[src/rtl/diag_status_gen.sv]
module diag_status_gen #(
  parameter int NCH         = 8,
  parameter int NFILT       = 2,
  parameter int FILT_CYCLES = 3000
) (
  input  logic           clk,
  input  logic           rst_n,
  input  logic           cs_n,
  input  logic [NCH-1:0] cmp_hi,
  input  logic [NCH-1:0] drv_on,
  output logic [NCH-1:0] status
);
  localparam int CW = $clog2(FILT_CYCLES + 1);
  localparam logic [CW-1:0] CMAX = CW'(FILT_CYCLES);
  localparam logic [CW-1:0] LAST = CW'(FILT_CYCLES - 1);

  logic [NCH-1:0]   s1, s2;
  logic [NFILT-1:0] fault_raw, fault_seen, flt_q;
  logic [1:0]       warm;

  always_ff @(posedge clk or negedge rst_n)
    if (!rst_n) begin
      s1   <= '0;
      s2   <= '0;
      warm <= '0;
    end else begin
      s1   <= cmp_hi;
      s2   <= s1;
      if (warm != 2'd3) warm <= warm + 2'd1;
    end

  assign fault_raw = drv_on[NFILT-1:0] ~^ s2[NFILT-1:0];

  for (genvar j = 0; j < NFILT; j++) begin : g_filt
    logic [CW-1:0] cnt;
    assign fault_seen[j] = fault_raw[j] && (cnt >= LAST);

    always_ff @(posedge clk or negedge rst_n)
      if (!rst_n) begin
        cnt      <= '0;
        flt_q[j] <= 1'b0;
      end else begin
        if (!fault_raw[j])  cnt <= '0;
        else if (cnt != CMAX) cnt <= cnt + 1'b1;
        if (fault_seen[j])  flt_q[j] <= 1'b1;
        else if (!cs_n)     flt_q[j] <= 1'b0;
      end

    p_hold_r5: assert property (@(posedge clk) disable iff (!rst_n)
      (cs_n && !status[j]) |=> !status[j]);
    p_release_r6: assert property (@(posedge clk) disable iff (!rst_n)
      $rose(status[j]) |-> $past(!cs_n) && !$past(fault_seen[j]));
    p_set_cause_r4: assert property (@(posedge clk) disable iff (!rst_n)
      $fell(status[j]) |-> $past(fault_raw[j]));
  end

  assign status = {s2[NCH-1:NFILT], ~flt_q};

  p_direct_r2: assert property (@(posedge clk) disable iff (!rst_n)
    (warm == 2'd3) |-> status[NCH-1:NFILT] == $past(cmp_hi[NCH-1:NFILT], 2));
  p_known_r1: assert property (@(posedge clk) disable iff (!rst_n)
    !$isunknown(status));
endmodule

[config.mk]
export PLATFORM = sky130hd
export DESIGN_NAME = diag_status_gen
export DESIGN_NICKNAME = d
export VERILOG_FILES = /design/src/rtl/diag_status_gen.sv
export SDC_FILE = /design/constraint.sdc
export NUM_CORES = 1
export LEC_CHECK = 0
export BUFFER_PORTS_ARGS = -buffer_cell sky130_fd_sc_hd__buf_4
export CORE_ASPECT_RATIO = 1.5
export CORE_MARGIN = 2
export CORE_UTILIZATION = 45
export CTS_CLUSTER_DIAMETER = 200
export DETAILED_ROUTE_END_ITERATION = 10
export PLACE_DENSITY = 0.65
export SYNTH_ARGS = -nofsm -noshare
export SYNTH_HDL_FRONTEND = slang
export SYNTH_SLANG_ARGS = --single-unit
[constraint.sdc]
create_clock -name clk -period 1.9 [get_ports clk]
set_input_delay 0.285 -clock clk [delete_from_list [all_inputs] [get_ports clk]]
set_output_delay 0.285 -clock clk [all_outputs]
set_load 0.005 [all_outputs]
# --- Word-level counts from Yosys, hierarchy flattened ---
# Index checks and enable logic that the tools add are counted.
word_totals:
  reg_bits: 42
  inputBits: 19
  word_cells: 27
op_classes:
  n_addsub: 2
  n_lt_le_gt_ge: 2
  n_eq_ne: 6
  muxes: 7
  bitwise: 2
  n_reduce_logical: 2
ops:
  columns: ["op", "n"]
  rows:
  - ["2-to-1 mux 12 bit", 4]
  - ["adder 12 x 1 -> 12 bit (second input constant)", 2]
  - [">= comparator 12 bit (second input constant)", 2]
  - ["inequality test 12 bit (second input constant)", 2]
  - ["inequality test 2 x 1 -> 1 bit (second input constant)", 4]
  - ["2-to-1 mux 1 bit", 3]
  - ["logical AND 1 bit", 2]
  - ["NOT 2 bit", 1]
  - ["bitwise XNOR 2 bit", 1]

# --- Logic depth before layout (Yosys ltp) ---
depth:
  word_depth: 3
  depth_mapped: 5
  mapped_depth_nobuf: 5

# --- Worst setup path after synthesis ---
# Ideal clock, no wire load.
synth_path:
  path_kind: "register -> register"
  start: "register g_filt[0].cnt[0]"
  end: "register g_filt[0].cnt[8]"
  setup_time_ps: 78
  arrival_ps: 1323
  slack_ps: 499
  stages_incl_launch_ff: 5
  path_buffers: 0
  synth_period_minus_slack_ps: 1401
  path_cell_list: "dfrtp_1 ha_1 nand3_2 or4_1 a21oi_1"
synth_between:
  elab_chain_cells: 3
  word_cells_on_any_way: 5
  cone_classes: "add/sub: 1; eq/ne: 2; mux: 2"
synth_rtl:
  columns: ["item", "line", "text"]
  rows:
  - ["start, declared", "35", "logic [CW-1:0] cnt;"]
  - ["start signal, assigned", "44", "else if (cnt != CMAX) cnt <= cnt + 1'b1;"]
  - ["adder 12 x 1 -> 12 bit", "44", null]
  - ["2-to-1 mux 12 bit", "44", null]
  - ["2-to-1 mux 12 bit", "43", "if (!fault_raw[j]) cnt <= '0;"]
# Several ways; a longest one is shown, not always the timed one. The select of a mux whose other input is x is not followed.
# A chain may end at the register's enable or synchronous reset.

# --- Worst setup path in the final report ---
layout_path:
  start: "register g_filt[0].cnt[0]"
  end: "register g_filt[0].cnt[10]"
# Same word-level chain as after synthesis.

==> key figures <==
Run status
  • Outcome: finished clean

Timing
  • RSZ-0062 raised after global routing: no
  • Max-slew headroom: 0.555
  • Fin. max-slew vios: 0
  • Fin crit period: between 1500 and 2000 ps
  • Final Setup Violations: 0
  • Max Clock Freq: 611 MHz
  • Setup TNS: 0 ps
  • Final Hold Fails: 0
  • Least-Margin Pin Slew: 666 ps
  • Crit share post-route: 0.861
  • Clock Skew: 2.91 ps

Global routing
  • First-pass GRT wire length: 6470 um
  • Vias in the first global route: 1385
  • Total gr overflow: 0
  • Initial antenna violation count: 0
  • Tot GR Track Use: 0.173
  • Largest net degree at the start of global routing: 43

Logic synthesis
  • Ys Warns: 0
  • EDFF count, synth: 0
  • Syn_area_per_cell: ~11 um^2
  • Syn_nets: 197
  • Yosys cell types: 35
  • Sequential share of the synthesized area: 0.552
  • Ys async rst share: 1.00
  • Ys flop type: dfrtp_1
  • Synth Instances: between 150 and 200
  • Area of the mapped netlist: about 1900 um^2
  • Yosys reg bits: 42

Setup path
  • WS Path Type: flip-flop to flip-flop
  • Critical path, cell by cell: ha_1 -> nand3_2 -> or4_1 -> a21oi_1
  • Critical-path cell with the highest stage delay: or4_1
  • Crit Reg-Reg Startpoint: g_filt[0].cnt[0]
  • Critical path peak fanout: 7
  • Slowest cell delay on critical path: 520 ps
  • Startpoint types: flip-flop
  • Crit path from: g_filt[0].cnt[0]
  • Capturing element type of the critical path: flip-flop
  • Critical path arrival: 1860 ps
  • Worst EP required: 2130 ps

Final layout
  • Share of layout cells above drive strength 1: 0.183
  • # nets final: 219
  • Area Overhead vs Synth: 14.4%
  • Final Core Density: 0.527
  • Number of diodes: 0
  • # fillers: between 300 and 400

Min path
  • Min-Delay Path Class: primary input to flip-flop
  • Worst hold start: cmp_hi[3]

Floorplanning
  • Rows: 29
  • Die outline area: around 4800 um^2
  • I/O pin total: 27
  • Starting Density: 0.461
  • Die height: 83.7 um
  • CORE AREA: 4140 um^2
  • Die X: 57.1 um

Detailed routing
  • Vias post-DR: between 1000 and 1500
  • Wirelength, routed: ~3700 um
  • Vias per inst: 5.59
  • DRT antenna net count: 0
  • DR iter-0 viols: 49
  • Router iterations before antenna repair: 4
  • # DRC: 0
  • Wire length per cell: 15.0 um

Clock tree
  • Clock Sinks: 42
  • CTS buffer count: 5
  • Clk pin slew, worst setup/hold paths: 90 ps
  • Clock buffer depth: 2
  • CTS resizes: 0
  • Skew-Pair Late Insertion Delay: 300 ps
  • Hold-fix buffers, CTS: 1
  • Setup Buffers After CTS: 0
  • Clk root buf: clkbuf_8
  • CTS tree: built
  • H-tree depth: 2

Place
  • Final HPWL from detailed placement: 2630 um
  • IO buf count: 20
  • GP Congestion: 0.852

Run
  • Max-cap viol count: 0

Pwr
  • Worst vdd ir: 0.000550 V
  • Power per cell area: 797 nW/um^2
  • LEAKAGE: 0.878 nW
routing by layer:
layer | vias to the layer above | wire length (um) | track usage
met4 | 0 | 62 | 0.0740
li1 | 672 | - | -
met1 | 659 | 1530 | 0.206
met2 | 23 | 1930 | 0.289
met5 | - | 0 | 0
met3 | 5 | 134 | 0.0434
where the power goes:
group | switching [mW] | total [mW] | internal, mW
sequential | 0.0393 | 0.969 | 0.930
combinational | 0.0800 | 0.146 | 0.0661
clock | 0.347 | 0.622 | 0.275
total | 0.467 | 1.74 | 1.27
path summary, 6_finish.rpt:
kind / end / slack (ps) / depth (start not counted)
max: g_filt[0].cnt[10] / 260 / 4
min: s1[3] / 80 / 1
max reg2reg: g_filt[0].cnt[10] / 260 / 4
min reg2reg: s2[4] / 350 / 0
max in group asynchronous: g_filt[1].cnt[9] / 1040 / 2
min in group asynchronous: g_filt[0].cnt[3] / 490 / 2
placed cells by master, fill, tap and decap left out, types with 5 or more instances in the layout:
cell,n
buf_4,21
dfrtp_1,42
o31ai_1,8
clkbuf_8,5
inv_1,13
a21oi_1,16
nand2_1,13
or4_1,7
or3_1,6
o21ai_0,7
nor2_1,6
cells in the mapped netlist (3+ instances only):
| cell | count | area share |
|---|---|---|
| o21ai_0 | 7 | 0.018 |
| nor4_1 | 3 | 0.0099 |
| ha_1 | 4 | 0.026 |
| nand3_1 | 4 | 0.011 |
| xnor2_1 | 4 | 0.018 |
| inv_1 | 13 | 0.026 |
| xor2_1 | 4 | 0.018 |
| nand2_1 | 13 | 0.026 |
| nor2_1 | 6 | 0.012 |
| a21oi_1 | 16 | 0.042 |
| or3_1 | 6 | 0.020 |
| dfrtp_1 | 42 | 0.55 |
| mux2i_1 | 4 | 0.021 |
| nand4_1 | 3 | 0.0099 |
| buf_4 | 6 | 0.024 |
| nand3_2 | 4 | 0.021 |
| o31ai_1 | 8 | 0.032 |
| or4_1 | 7 | 0.028 |
state kept, by name (all words and copies together), names as in the netlist:
name and count:
g_filt.cnt 24, s1 8, s2 8, flt_q 2
cells by family after synthesis:
logic type	after synthesis	share of synthesized area
compound gates	36	0.112
xor+xnor	8	0.0368
mux	4	0.0210
simple gates	60	0.201
flops	42	0.552
fa+ha+maj	4	0.0263
buf+inv	20	0.0512
critical path, delay by kind of cell, from the launching register on:
family,cells,cell delay (ps)
AND/OR/NAND/NOR,2,700
flip-flops,1,430
adder cells (fa/ha/maj),1,270
AO/OA/AOI/OAI,1,170
final cells by class:
class,instances,area (um^2),share of cell area
Clock inverter,3,28.8,0.0132
Sequential cell,42,1050,0.482
Timing Repair Buffer,22,168,0.0769
Clock buffer,5,68.8,0.0316
Tap cell,46,57.6,0.0264
Inverter,13,48.8,0.0224
Multi-Input combinational cell,112,757,0.347
stage by stage:
step | instances | hold slack [ps] | instance area [um^2] | setup WS, ps | power, mW
6_report | 243 | 84.5 | 2180 | 263 | 1.74
5_1_grt | 243 | 67.1 | 2180 | 188 | 1.83
4_1_cts | 243 | 76.0 | 2180 | 265 | 1.76
3_5_place_dp | 234 | 300 | 2070 | 294 | 1.13
3_3_place_gp | 234 | 288 | 2070 | 404 | 1.12
2_1_floorplan | 174 | -10.6 | 1910 | 499 | 1.06
(Power assumes the default switching activity.)
